<file path="config.mk">
export PLATFORM = sky130hd
export DESIGN_NAME = aon_rail_seq
export DESIGN_NICKNAME = d
export VERILOG_FILES = /design/src/rtl/aon_rail_seq.sv
export SDC_FILE = /design/constraint.sdc
export NUM_CORES = 1
export LEC_CHECK = 0
export ABC_CLOCK_PERIOD_IN_PS = 6800
export BUFFER_PORTS_ARGS = -buffer_cell sky130_fd_sc_hd__buf_2
export CAP_MARGIN = 0
export CELL_PAD_IN_SITES_DETAIL_PLACEMENT = 2
export CELL_PAD_IN_SITES_GLOBAL_PLACEMENT = 2
export CORE_MARGIN = 2
export CORE_UTILIZATION = 38
export DETAILED_ROUTE_END_ITERATION = 10
export PLACE_DENSITY = 0.91
export SLEW_MARGIN = 20
export SYNTH_ARGS = -nofsm -noshare
export SYNTH_HDL_FRONTEND = slang
export SYNTH_SLANG_ARGS = --single-unit
</file>
<file path="constraint.sdc">
create_clock -name clk -period 6.8 [get_ports clk]
set_input_delay 0.34 -clock clk [delete_from_list [all_inputs] [get_ports clk]]
set_output_delay 0.34 -clock clk [all_outputs]
set_load 0.02 [all_outputs]
</file>
<file path="src/rtl/aon_rail_seq.sv">
module aon_rail_seq #(
  parameter int CLK_HZ     = 100_000_000,
  parameter int PG_TMO_US  = 100_000,
  parameter int ADC_TMO_US = 1_000_000,
  parameter int RST_DLY_US = 10_000,
  parameter int GAP_US     = 1,
  parameter int ADC_W      = 12,
  parameter int ADC_MIN_MV = 3000
) (
  input  logic             clk,
  input  logic             rst_n,
  input  logic             start_req,
  input  logic             pwr_ok,
  input  logic             pg_5v,
  input  logic             pg_1v8,
  input  logic             pg_1v05,
  input  logic [ADC_W-1:0] adc_mv,
  input  logic             adc_valid,
  input  logic             adc_err,
  output logic             en_5v,
  output logic             en_3v3,
  output logic             en_1v8,
  output logic             hub_rst_n,
  output logic [3:0]       state_o,
  output logic [1:0]       fault_o
);
  localparam int CPU     = (CLK_HZ / 1_000_000 > 0) ? CLK_HZ / 1_000_000 : 1;
  localparam int PG_CYC  = CPU * PG_TMO_US;
  localparam int ADC_CYC = CPU * ADC_TMO_US;
  localparam int DLY_CYC = CPU * RST_DLY_US;
  localparam int GAP_CYC = CPU * GAP_US;
  localparam int MAXC01  = (PG_CYC > ADC_CYC) ? PG_CYC : ADC_CYC;
  localparam int MAXC23  = (DLY_CYC > GAP_CYC) ? DLY_CYC : GAP_CYC;
  localparam int MAXC    = (MAXC01 > MAXC23) ? MAXC01 : MAXC23;
  localparam int CW      = $clog2(MAXC + 1);

  localparam logic [1:0] F_NONE = 2'd0, F_TMO = 2'd1, F_ADC = 2'd2, F_INH = 2'd3;

  typedef enum logic [3:0] {
    S_OFF = 4'd0, S_W5 = 4'd1, S_W33 = 4'd2, S_W18 = 4'd3, S_DLY = 4'd4,
    S_STBY = 4'd5, S_GAP = 4'd6, S_D33 = 4'd7, S_D5 = 4'd8
  } st_t;

  st_t           st;
  logic [CW-1:0] cnt;
  logic [2:0]    pg_m, pg_s;

  wire pg5_s   = pg_s[0];
  wire pg_hi_s = pg_s[1] & pg_s[2];
  wire adc_ok  = adc_valid && (int'(adc_mv) >= ADC_MIN_MV);

  assign state_o = st;

  always_ff @(posedge clk or negedge rst_n)
    if (!rst_n) begin
      pg_m <= '0;
      pg_s <= '0;
    end else begin
      pg_m <= {pg_1v05, pg_1v8, pg_5v};
      pg_s <= pg_m;
    end

  always_ff @(posedge clk or negedge rst_n)
    if (!rst_n) begin
      st        <= S_OFF;
      cnt       <= '0;
      en_5v     <= 1'b0;
      en_3v3    <= 1'b0;
      en_1v8    <= 1'b0;
      hub_rst_n <= 1'b0;
      fault_o   <= F_NONE;
    end else begin
      cnt <= cnt + 1'b1;
      case (st)
        S_OFF: begin
          cnt <= '0;
          if (start_req) begin
            if (pwr_ok) begin
              en_5v   <= 1'b1;
              fault_o <= F_NONE;
              st      <= S_W5;
            end else begin
              fault_o <= F_INH;
              st      <= S_GAP;
            end
          end
        end
        S_W5:
          if (pg5_s) begin
            en_3v3 <= 1'b1;
            cnt    <= '0;
            st     <= S_W33;
          end else if (int'(cnt) == PG_CYC - 1) begin
            fault_o <= F_TMO;
            cnt     <= '0;
            st      <= S_GAP;
          end
        S_W33:
          if (adc_err) begin
            fault_o <= F_ADC;
            cnt     <= '0;
            st      <= S_GAP;
          end else if (adc_ok) begin
            en_1v8 <= 1'b1;
            cnt    <= '0;
            st     <= S_W18;
          end else if (int'(cnt) == ADC_CYC - 1) begin
            fault_o <= F_TMO;
            cnt     <= '0;
            st      <= S_GAP;
          end
        S_W18:
          if (pg_hi_s) begin
            cnt <= '0;
            st  <= S_DLY;
          end else if (int'(cnt) == PG_CYC - 1) begin
            fault_o <= F_TMO;
            cnt     <= '0;
            st      <= S_GAP;
          end
        S_DLY:
          if (int'(cnt) == DLY_CYC - 1) begin
            hub_rst_n <= 1'b1;
            st        <= S_STBY;
          end
        S_STBY: begin
          cnt <= '0;
          if (!(pg5_s && pg_hi_s)) begin
            hub_rst_n <= 1'b0;
            st        <= S_GAP;
          end
        end
        S_GAP: begin
          hub_rst_n <= 1'b0;
          if (int'(cnt) == GAP_CYC - 1) begin
            en_1v8 <= 1'b0;
            st     <= S_D33;
          end
        end
        S_D33: begin
          en_3v3 <= 1'b0;
          st     <= S_D5;
        end
        S_D5: begin
          en_5v <= 1'b0;
          st    <= S_OFF;
        end
        default: st <= S_OFF;
      endcase
    end
endmodule


</file>
==> summary.txt, run 1 <==
STA
  • Rel. slew slack: 0.340
  • Worst hold margin: about 130 ps
  • Worst-margin pin slew: roughly 990 ps
  • Fmax: 380 MHz
  • Crit share post-route: 0.387
  • Setup tns final: 0 ps
  • Post-Route Skew: roughly 6.7 ps
  • # setup viols final: 0
  • Max-slew violation count: 0
  • Min Tclk post-route: 2630 ps
  • Hold Vio Cnt, Final: 0
  • RSZ-0062 raised after global routing: no

Place
  • Placed instance area: between 2000 and 3000 sq um
  • IO Port Bufs: 27
  • Post-detail-place hpwl: roughly 5000 um
  • GP Congestion: ~0.81

Global route
  • Vias in the first global route: 2338
  • First-pass GRT wire length: about 12000 um
  • Initial antenna violation count: 0
  • Global Route Usage Sum: 0.221
  • Largest net degree at the start of global routing: 44
  • Grt total ovfl: 0

Critical path
  • CP peak stage delay: 520 ps
  • Crit-path max FO: 15
  • Setup CP Type: register to register
  • Critical path buffer and inverter count: 1
  • Worst setup SP type: register
  • CP required: 7000 ps
  • Crit path depth: 8
  • CP delay by family, top: simple AND/OR/NAND/NOR gates
  • R2r worst-path depth: 8
  • Arrival @ worst endpoint: approximately 2800 ps
  • Worst path slowest cell: nor3_4
  • CP dominant cell by count: nor2_1
  • Endpoint class of the critical path: register
  • Register-to-register setup slack: ~4200 ps
  • Cell Chain, Critical Path: ha_1 > nand4_1 > nor2_1 > a31oi_1 > and2_1 > nor3_4 > buf_8 > nor2_1

Clock network
  • Clock Sinks: 43
  • TritonCTS buffer count: 5
  • Root buffer cell: clkbuf_8
  • Clk pin slew, worst setup/hold paths: 90 ps
  • Postcts setup bufs: 0
  • Clk buf depth: 2
  • Resize count post-CTS: 0
  • CTS tree: yes
  • H-tree Lvls: 2
  • Hold-fix buffers, CTS: 0
  • Worst skew pair latency: 310 ps

Routing
  • Detailed-route via count: around 2100
  • Post-DR vias/cell: between 5 and 6
  • Drt first pass iters: 5
  • 1st-iter DRT viols: 137
  • Final WL: roughly 7300 um
  • Post-route ant nets: 0
  • Wire per inst: around 20 um
  • Drt drc: 0

Floorplanning
  • Io pins: 31
  • FP Rows: 28
  • Core area: between 6000 and 7000 sq um
  • Die footprint: ~7000 sq um
  • Die width: between 80 and 90 um
  • DIE HEIGHT: approximately 84 um
  • Initial Utilization: 0.399

Hold path
  • Worst hold path depth: 1
  • Hold Path Class: input pin to register

Synthesis
  • Synth Area per Inst: about 9.1 sq um
  • Synth Area in XOR/XNOR: 0.0911
  • Post-Synth Simple-Gate Area: 0.307
  • Post-synth ARST share: 1.00
  • Largest family of logic cells by synthesized area: simple AND/OR/NAND/NOR gates
  • Adder-Cell Fraction of Synth Area: 0.00520
  • EDFF count, synth: 0
  • Mux cell area share after synthesis: 0.0260
  • Synth Area in Compound Gates: 0.0952
  • Count of cell types in the netlist: 48
  • Ys flop type: dfrtp_1
  • Total number of yosys warnings: 0
  • Net Count, Synth: about 290
  • Synthesized area: around 2400 sq um
  • Post-synthesis sequential area ratio: 0.447
  • Synthesis-stage register bit count: 43
  • Gate count after technology mapping: 263

Power and ir drop
  • Clk pwr share: 0.204
  • Switching Fraction: 0.432
  • Pwr per Cell Area: ~330 nW/um^2
  • Logic gate share of total power: 0.380
  • P_int: roughly 500 uW
  • Cell leakage power: around 1.2 nW
  • NetSw: roughly 380 uW
  • Peak supply drop: approximately 0.00017 V
  • Seq pwr share: 0.416

Job
  • Max_cap viols: 0

Finish
  • Area of the multi-input gates: between 1000 and 1500 sq um
  • Fillcell total: 690
  • Commonest non-fill, non-tap cells in the layout: nor2_1 (47), dfrtp_1 (43), buf_2 (27)
  • Most common cell after layout, fill and taps aside: nor2_1
  • Storage element area: 1080 sq um
  • Synth-to-Final Area Change: 12.1%
  • Diodes inserted: 0
  • Fin nets: between 300 and 400
  • Share of layout cells above drive strength 1: 0.163
  • Design area: between 2000 and 3000 sq um

Run status
  • Outcome: complete, no violations
==> cell families (layout without fill, tap and decap cells) <==
| family | after synthesis | in the layout |
|---|---|---|
| buf+inv | 15 | 41 |
| compound gates | 33 | 33 |
| flops | 43 | 43 |
| mux | 5 | 5 |
| xor+xnor | 25 | 25 |
| simple gates | 141 | 141 |
| fa+ha+maj | 1 | 1 |
==> layer usage <==
| layer | share of wire | global-route usage | wire (um) | vias up |
|---|---|---|---|---|
| met5 | 0 | 0 | 0 | - |
| li1 | - | - | - | 984 |
| met2 | 0.50 | 0.377 | 3670 | 34 |
| met4 | 0.013 | 0.0543 | 96 | 0 |
| met3 | 0.029 | 0.0406 | 213 | 9 |
| met1 | 0.46 | 0.292 | 3370 | 1089 |
==> registers in the layout, summed over array words and instances, names as in the netlist <==
name / flops
cnt: 27
state_o: 4
pg_m: 3
pg_s: 3
fault_o: 2
en_1v8: 1
en_3v3: 1
en_5v: 1
hub_rst_n: 1
==> final timing paths <==
kind / to / start
setup / recovery: cnt[13]$_DFF_PN0_ / cnt[0]$_DFF_PN0_
hold / removal: pg_m[1]$_DFF_PN0_ / pg_1v8
setup reg to reg: cnt[13]$_DFF_PN0_ / cnt[0]$_DFF_PN0_
hold reg to reg: pg_s[1]$_DFF_PN0_ / pg_m[1]$_DFF_PN0_
max in group asynchronous: cnt[15]$_DFF_PN0_ / rst_n
min in group asynchronous: cnt[25]$_DFF_PN0_ / rst_n
==> layout make-up <==
cell class / count / area share
multi-input combinational: 205 / 0.468
sequential: 43 / 0.399
timing repair buffer: 28 / 0.0557
tap: 75 / 0.0348
clock buffer: 5 / 0.0255
clock inverter: 3 / 0.00974
inverter: 5 / 0.00696
==> power groups by stage <==
stage / Combinational [mW] / Clock, mW / Sequential (mW)
global route: 0.368 / 0.194 / 0.377
floorplan: 0.226 / 0 / 0.357
CTS: 0.326 / 0.186 / 0.366
global placement: 0.299 / 0 / 0.364
detailed placement: 0.314 / 0 / 0.370
finish: 0.337 / 0.181 / 0.369
==> cells in the mapped netlist (2+ instances only) <==
cell type / count / area share
mux2_4: 2 / 0.012
o22ai_1: 2 / 0.0052
nor3_1: 10 / 0.021
and3_1: 6 / 0.016
nand4b_1: 3 / 0.011
a21oi_1: 5 / 0.010
nor4_1: 7 / 0.018
o211ai_1: 3 / 0.0094
buf_2: 2 / 0.0042
o21ai_0: 6 / 0.012
nand2_1: 19 / 0.030
nand4_1: 10 / 0.026
inv_1: 5 / 0.0078
o211a_1: 2 / 0.0083
buf_4: 2 / 0.0062
clkbuf_1: 5 / 0.0078
a31oi_1: 5 / 0.013
nand3b_1: 2 / 0.0062
dfrtp_1: 43 / 0.45
nor2_1: 47 / 0.073
nor2b_1: 5 / 0.013
mux2_2: 2 / 0.0094
xnor2_1: 10 / 0.036
and4_1: 2 / 0.0073
xor2_1: 15 / 0.055
and2_1: 2 / 0.0052
or3_1: 3 / 0.0078
nand3_1: 18 / 0.037
==> per-stage QoR <==
stage          power, mW  setup slack, ps  cells  utilization
2_1_floorplan      0.584             4660    263            -
3_3_place_gp       0.662             4020    355        0.429
3_5_place_dp       0.684             3870    355        0.429
4_1_cts            0.877             3850    363        0.445
5_1_grt            0.939             3910    364        0.447
6_report           0.886             4170    364        0.447
No activity file was read; power rests on OpenSTA's default activity.
==> run 2, diff against run 1 <==
--- a/config.mk
+++ b/config.mk
@@ -5,15 +5,15 @@
 export SDC_FILE = /design/constraint.sdc
 export NUM_CORES = 1
 export LEC_CHECK = 0
-export ABC_CLOCK_PERIOD_IN_PS = 6800
+export ABC_CLOCK_PERIOD_IN_PS = 2220
 export BUFFER_PORTS_ARGS = -buffer_cell sky130_fd_sc_hd__buf_2
 export CAP_MARGIN = 0
 export CELL_PAD_IN_SITES_DETAIL_PLACEMENT = 2
 export CELL_PAD_IN_SITES_GLOBAL_PLACEMENT = 2
 export CORE_MARGIN = 2
-export CORE_UTILIZATION = 38
+export CORE_UTILIZATION = 32
 export DETAILED_ROUTE_END_ITERATION = 10
-export PLACE_DENSITY = 0.91
+export PLACE_DENSITY = 0.82
 export SLEW_MARGIN = 20
 export SYNTH_ARGS = -nofsm -noshare
 export SYNTH_HDL_FRONTEND = slang
==> constraint.sdc (replaced) <==
create_clock -name clk -period 2.22 [get_ports clk]
set_input_delay 0.111 -clock clk [delete_from_list [all_inputs] [get_ports clk]]
set_output_delay 0.111 -clock clk [all_outputs]
set_load 0.02 [all_outputs]
==> run 2 against run 1 <==
Against the previous run:
- the run now ends with setup timing left
- fmax up 6.8%
- clock skew up 3.0 ps
- global-route usage is 1.2 points lower
- final cell count increased by 20%
- critical path type unchanged
- critical endpoint is now state_o[2]$_DFFE_PN0P_
- largest cell class unchanged
- largest power group is now combinational logic
==> summary.txt, run 2 (synthesized netlist as in run 1, its figures left out) <==
Power and ir drop
  • Peak supply drop: 0.000394 V (was 0.000172 V)
  • Pwr per Cell Area: 993 nW/um^2 (was 329 nW/um^2)
  • Cell leakage power: 1.45 nW (was 1.18 nW)

STA
  • # setup viols final: 14 (was 0)
  • Max-slew violation count: 0 (unchanged)
  • Post-Route Skew: 9.64 ps (was 6.67 ps)
  • Worst-margin pin slew: 625 ps (was 990 ps)
  • RSZ-0062 raised after global routing: yes (was no)
  • Fmax: 406 MHz (was 380 MHz)
  • Worst hold margin: 127 ps (was 135 ps)
  • Crit share post-route: 1.11 (was 0.387)
  • Setup slack after layout: -241 ps (was 4170 ps)
  • Rel. slew slack: 0.580 (was 0.340)
  • Min Tclk post-route: 2460 ps (was 2630 ps)
  • Hold Vio Cnt, Final: 0 (unchanged)

Critical path
  • Crit-path max FO: 3 (was 15)
  • R2R Path End: state_o[2]$_DFFE_PN0P_ (was cnt[13]$_DFF_PN0_)
  • Endpoint class of the critical path: register (unchanged)
  • Worst setup SP type: register (unchanged)
  • R2r worst-path depth: 6 (was 8)
  • Setup CP Type: register to register (unchanged)
  • CP required: 2420 ps (was 7000 ps)
  • Arrival @ worst endpoint: 2660 ps (was 2830 ps)
  • FF-to-FF Start: cnt[12]$_DFF_PN0_ (was cnt[0]$_DFF_PN0_)
  • Register-to-register setup slack: -240 ps (was 4170 ps)
  • Crit path launch: cnt[12]$_DFF_PN0_ (was cnt[0]$_DFF_PN0_)

Finish
  • Max FFs per register: 27 (unchanged)
  • Fin nets: 357 (was 310)
  • Storage element area: 1080 sq um (about the same)
  • Fillcell total: 818 (was 690)
  • Most flops, register: cnt (unchanged)
  • Design area: 3210 sq um (was 2700 sq um)
  • Share of layout cells above drive strength 1: 0.307 (was 0.163)
  • Commonest non-fill, non-tap cells in the layout: nor2_1 (45), dfrtp_1 (42), buf_4 (39) (was nor2_1 (47), dfrtp_1 (43), buf_2 (27))
  • Most common cell after layout, fill and taps aside: nor2_1 (unchanged)
  • Area of the multi-input gates: 1350 sq um (was 1260 sq um)
  • Synth-to-Final Area Change: 33.7% (was 12.1%)
  • Diodes inserted: 0 (unchanged)

Floorplanning
  • FP Rows: 31 (was 28)
  • Io pins: 31 (unchanged)
  • Core area: 7250 sq um (was 6030 sq um)
  • DIE HEIGHT: 90.7 um (was 83.6 um)
  • Initial Utilization: 0.332 (was 0.399)
  • Die footprint: 8220 sq um (was 6980 sq um)
  • Die width: 90.7 um (was 83.6 um)

Place
  • Placed instance area: 2900 sq um (was 2590 sq um)
  • IO Port Bufs: 27 (unchanged)
  • GP Congestion: 0.811 (about the same)
  • Post-detail-place hpwl: 5710 um (was 4960 um)

Global route
  • GRT met3 Usage: 0.0376 (was 0.0406)
  • Busiest grt layer: met2 (unchanged)
  • Vias in the first global route: 2564 (was 2338)
  • Initial antenna violation count: 0 (unchanged)
  • First-pass GRT wire length: 13600 um (was 12400 um)
  • Grt met2 use: 0.363 (was 0.377)
  • Grt total ovfl: 0 (unchanged)
  • Global Route Usage Sum: 0.209 (was 0.221)
  • Largest net degree at the start of global routing: 44 (unchanged)
  • GRT met1 Usage: 0.264 (was 0.292)

Run status
  • Failing checks: setup timing
  • Outcome: finished, violations left (was complete, no violations)

Hold path
  • HP Start: start_req (was pg_1v8)
  • Hold Path Class: input pin to register (unchanged)
  • Worst hold path depth: 3 (was 1)
  • Hold endpoint: en_5v$_DFFE_PN0P_ (was pg_m[1]$_DFF_PN0_)

Clock network
  • Worst skew pair latency: 310 ps (about the same)
  • H-tree Lvls: 2 (unchanged)
  • Clock Sinks: 43 (unchanged)
  • TritonCTS buffer count: 5 (unchanged)
  • Clk buf depth: 2 (unchanged)
  • Root buffer cell: clkbuf_8 (unchanged)
  • CTS tree: yes (unchanged)
  • Clk pin slew, worst setup/hold paths: 100 ps (was 90 ps)

Routing
  • 1st-iter DRT viols: 132 (was 137)
  • Final WL: 9230 um (was 7350 um)
  • Drt first pass iters: 4 (was 5)
  • Wire per inst: 21.2 um (was 20.2 um)
  • Post-DR vias/cell: 5.39 (was 5.81)
  • Detailed-route via count: 2343 (was 2116)
  • Drt drc: 0 (unchanged)
  • Post-route ant nets: 0 (unchanged)

Job
  • Max_cap viols: 0 (unchanged)
[run 2: changes by cell type in the layout (fill, tap and decap cells not counted), sizes merged]
cell         change
clkinvlp         +1
bufinv           +1
inv              -2
dlygate4sd3      +4
buf             +43
[run 2: report_power, final]
| part | total [mW] | switching [mW] | internal (mW) |
|---|---|---|---|
| clock network | 0.662 | 0.322 | 0.340 |
| logic | 1.47 | 0.833 | 0.636 |
| registers | 1.06 | 0.158 | 0.902 |
| total | 3.19 | 1.31 | 1.88 |
[run 2: per-layer routing]
layer	wire length, um	vias up
met1	3950	1208
met4	160	0
li1	-	1076
met3	254	14
met5	0	-
met2	4860	45
[run 2: worst max-delay path: stages (launching register included)]
cell and delay [ps]:
dfrtp_1 420, or4_4 560, nor4_4 210, nand3_1 230, o2bb2ai_2 190, a211oi_4 390, mux2_4 340
[run 2: worst max-delay path by stage]
stage | end | cells after the start
after floorplan | fault_o[0]$_DFFE_PN0P_ | 7
after global placement | state_o[2]$_DFFE_PN0P_ | 6
after detailed placement | state_o[2]$_DFFE_PN0P_ | 6
after CTS | fault_o[0]$_DFFE_PN0P_ | 6
after global routing | state_o[2]$_DFFE_PN0P_ | 6
final | state_o[2]$_DFFE_PN0P_ | 6
[run 2: per-stage QoR]
stage	cells	total power, mW	setup TNS [ps]	utilization	setup WS [ps]
floorplan	263	1.79	0	-	75.9
global placement	415	2.17	0	0.400	30.9
detailed placement	415	2.24	-301	0.400	-46.3
CTS	427	2.97	-183	0.425	-61.4
global route	435	3.33	-3290	0.443	-271
finish	435	3.19	-987	0.443	-241
[run 2: final cells by class]
cell class,instances,area share
Clock buffer,5,0.0214
Clock inverter,3,0.0144
Inverter,5,0.00584
Multi-Input combinational cell,205,0.419
Sequential cell,43,0.335
Tap cell,99,0.0385
Timing Repair Buffer,75,0.166
[run 2: repair_timing]
item / in CTS / in global routing
pin swaps: 1 / 2
setup buffers: 0 / 8
gates resized for setup: 6 / 20
endpoints found under the hold margin: 46 / 0
cloned: 0 / 1
setup endpoints to repair: 30 / 33
hold buffers: 4 / 0
==> run 3, diff against run 2 <==
--- a/config.mk
+++ b/config.mk
@@ -8,12 +8,10 @@
 export ABC_CLOCK_PERIOD_IN_PS = 2220
 export BUFFER_PORTS_ARGS = -buffer_cell sky130_fd_sc_hd__buf_2
 export CAP_MARGIN = 0
-export CELL_PAD_IN_SITES_DETAIL_PLACEMENT = 2
-export CELL_PAD_IN_SITES_GLOBAL_PLACEMENT = 2
 export CORE_MARGIN = 2
-export CORE_UTILIZATION = 32
+export CORE_UTILIZATION = 50
 export DETAILED_ROUTE_END_ITERATION = 10
-export PLACE_DENSITY = 0.82
+export PLACE_DENSITY = 0.8
 export SLEW_MARGIN = 20
 export SYNTH_ARGS = -nofsm -noshare
 export SYNTH_HDL_FRONTEND = slang
==> run 3 against run 2 <==
Against the previous run:
- the flow still finishes with violations (setup timing)
- clock skew rose by 5.4 ps
- first-iteration DRC count increased by 130%
- count of clock-buffer cells in the layout stayed put
- design area fell by 7.3%
- utilization increased by 19 points
- routed wire length fell by 37%
- clock power shrank 19%
- fmax grew 8.8%
- sequential power hardly changed
- critical path depth is 3 higher
- critical path type unchanged
- critical endpoint is now cnt[22]$_DFF_PN0_
- largest cell class unchanged
- largest power group unchanged
- highest routed layer unchanged
==> summary.txt, run 3 (synthesized netlist as in run 1, its figures left out) <==
Critical path
  • Crit-path max FO: 6 (was 3)
  • Arrival @ worst endpoint: 2450 ps (was 2660 ps)
  • Setup CP Type: register to register (unchanged)
  • CP dominant cell by count: buf_4
  • Cell Chain, Critical Path: or4_4 > nor4_4 > a31oi_1 > and2_1 > buf_4 > nor3_4 > buf_4 > buf_2 > nor2_1 (was or4_4 > nor4_4 > nand3_1 > o2bb2ai_2 > a211oi_4 > mux2_4)
  • Worst path slowest cell: or4_4 (unchanged)
  • Critical path buffer and inverter count: 3 (was 0)
  • CP delay by family, top: simple AND/OR/NAND/NOR gates (unchanged)
  • Worst setup SP type: register (unchanged)
  • CP required: 2410 ps (was 2420 ps)
  • CP peak stage delay: 560 ps (about the same)
  • Endpoint class of the critical path: register (unchanged)

Routing
  • Final WL: 5780 um (was 9230 um)
  • 1st-iter DRT viols: 308 (was 132)
  • Post-route ant nets: 0 (unchanged)
  • Detailed-route via count: 2234 (was 2343)
  • Wire per inst: 15.3 um (was 21.2 um)
  • Post-DR vias/cell: 5.91 (was 5.39)
  • Drt first pass iters: 6 (was 4)
  • Drt drc: 0 (unchanged)

Finish
  • Most common cell after layout, fill and taps aside: nor2_1 (unchanged)
  • Share of layout cells above drive strength 1: 0.253 (was 0.307)
  • Synth-to-Final Area Change: 23.9% (was 33.7%)
  • Diodes inserted: 0 (unchanged)
  • Fin nets: 345 (was 357)
  • Design area: 2980 sq um (was 3210 sq um)
  • Max FFs per register: 27 (unchanged)
  • Commonest non-fill, non-tap cells in the layout: nor2_1 (47), dfrtp_1 (43), buf_4 (30) (was nor2_1 (45), dfrtp_1 (42), buf_4 (39))
  • Fillcell total: 388 (was 818)
  • Most flops, register: cnt (unchanged)

Floorplanning
  • Die width: 73.4 um (was 90.7 um)
  • DIE HEIGHT: 73.4 um (was 90.7 um)
  • Core area: 4690 sq um (was 7250 sq um)
  • Io pins: 31 (unchanged)
  • FP Rows: 25 (was 31)
  • Die footprint: 5380 sq um (was 8220 sq um)
  • Initial Utilization: 0.513 (was 0.332)

Global route
  • Global Route Usage Sum: 0.218 (was 0.209)
  • Largest net degree at the start of global routing: 44 (unchanged)
  • First-pass GRT wire length: 9170 um (was 13600 um)
  • Initial antenna violation count: 0 (unchanged)
  • Grt total ovfl: 0 (unchanged)
  • Vias in the first global route: 2011 (was 2564)

Power and ir drop
  • Cell leakage power: 1.36 nW (was 1.45 nW)
  • Peak supply drop: 0.000674 V (was 0.000394 V)
  • Tot Pwr: 2.81 mW (was 3.19 mW)
  • Pwr per Cell Area: 943 nW/um^2 (was 993 nW/um^2)

Clock network
  • Clk pin slew, worst setup/hold paths: 100 ps (about the same)
  • TritonCTS buffer count: 5 (unchanged)
  • H-tree Lvls: 2 (unchanged)
  • CTS tree: yes (unchanged)
  • Root buffer cell: clkbuf_8 (unchanged)
  • Worst skew pair latency: 310 ps (about the same)
  • Clock Sinks: 43 (unchanged)
  • Clk buf depth: 2 (unchanged)

STA
  • # setup viols final: 14 (unchanged)
  • Max-slew violation count: 0 (unchanged)
  • Setup slack after layout: -41.4 ps (was -241 ps)
  • Hold Vio Cnt, Final: 0 (unchanged)
  • Worst-margin pin slew: 528 ps (was 625 ps)
  • Min Tclk post-route: 2260 ps (was 2460 ps)
  • Rel. slew slack: 0.648 (was 0.580)
  • RSZ-0062 raised after global routing: yes (unchanged)
  • Crit share post-route: 1.02 (was 1.11)
  • Post-Route Skew: 15.1 ps (was 9.64 ps)
  • Fmax: 442 MHz (was 406 MHz)

Job
  • Max_cap viols: 0 (unchanged)

Place
  • Placed instance area: 2770 sq um (was 2900 sq um)
  • Pre-CTS setup slack: 2.31 ps (was -46.3 ps)
  • GP Congestion: 0.876 (was 0.811)
  • IO Port Bufs: 27 (unchanged)
  • Post-detail-place hpwl: 3900 um (was 5710 um)

Run status
  • Outcome: finished, violations left (unchanged)
  • Failing checks: setup timing (unchanged)

Hold path
  • Hold Path Class: input pin to register (unchanged)
run 3: final cells by class:
class | instances | area (sq um) | area share
Sequential cell | 43 | 1080 | 0.361
Tap cell | 54 | 67.6 | 0.0227
Inverter | 5 | 18.8 | 0.00630
Multi-Input combinational cell | 205 | 1300 | 0.436
Timing Repair Buffer | 63 | 423 | 0.142
Clock inverter | 3 | 26.3 | 0.00882
Clock buffer | 5 | 68.8 | 0.0231
run 3: per-layer routing:
| metal | track usage | vias to the layer above | share of wire |
|---|---|---|---|
| li1 | - | 1060 | - |
| met4 | 0.0566 | 0 | 0.020 |
| met5 | 0 | - | 0 |
| met2 | 0.344 | 96 | 0.48 |
| met1 | 0.308 | 1067 | 0.44 |
| met3 | 0.0453 | 11 | 0.064 |
run 3: what timing repair did:
action	4_1_cts	5_1_grt
gates cloned	0	2
hold buffers	4	0
pin swaps	1	2
setup buffers	0	2
setup endpoints to repair	2	32
resized for setup	1	9
endpoints found under the hold margin	46	0
run 3: worst min-delay path, cell delays in order:
cell	delay, ps
buf_2	100
a31oi_1	70
a21oi_1	100
run 3: final timing paths:
kind,startpoint,end,slack (ps),depth (start not counted)
max reg2reg,cnt[8]$_DFF_PN0_,cnt[22]$_DFF_PN0_,-40,9
max,cnt[8]$_DFF_PN0_,cnt[22]$_DFF_PN0_,-40,9
min,start_req,en_5v$_DFFE_PN0P_,110,3
min in group asynchronous,rst_n,en_1v8$_DFFE_PN0P_,320,2
max in group asynchronous,rst_n,cnt[6]$_DFF_PN0_,1530,2
min reg2reg,pg_m[0]$_DFF_PN0_,pg_s[0]$_DFF_PN0_,360,0
run 3: power breakdown:
| part | switching [mW] | internal (mW) |
|---|---|---|
| registers | 0.135 | 0.902 |
| logic | 0.687 | 0.550 |
| clock network | 0.303 | 0.234 |
run 3: per-stage QoR:
step | TNS, ps | utilization | instances | hold WS (ps)
global placement | 0 | 0.590 | 362 | 219
global route | -4080 | 0.635 | 378 | 142
finish | -296 | 0.635 | 378 | 115
detailed placement | 0 | 0.590 | 362 | 221
CTS | -19.6 | 0.621 | 374 | 112
floorplan | 0 | - | 263 | -185
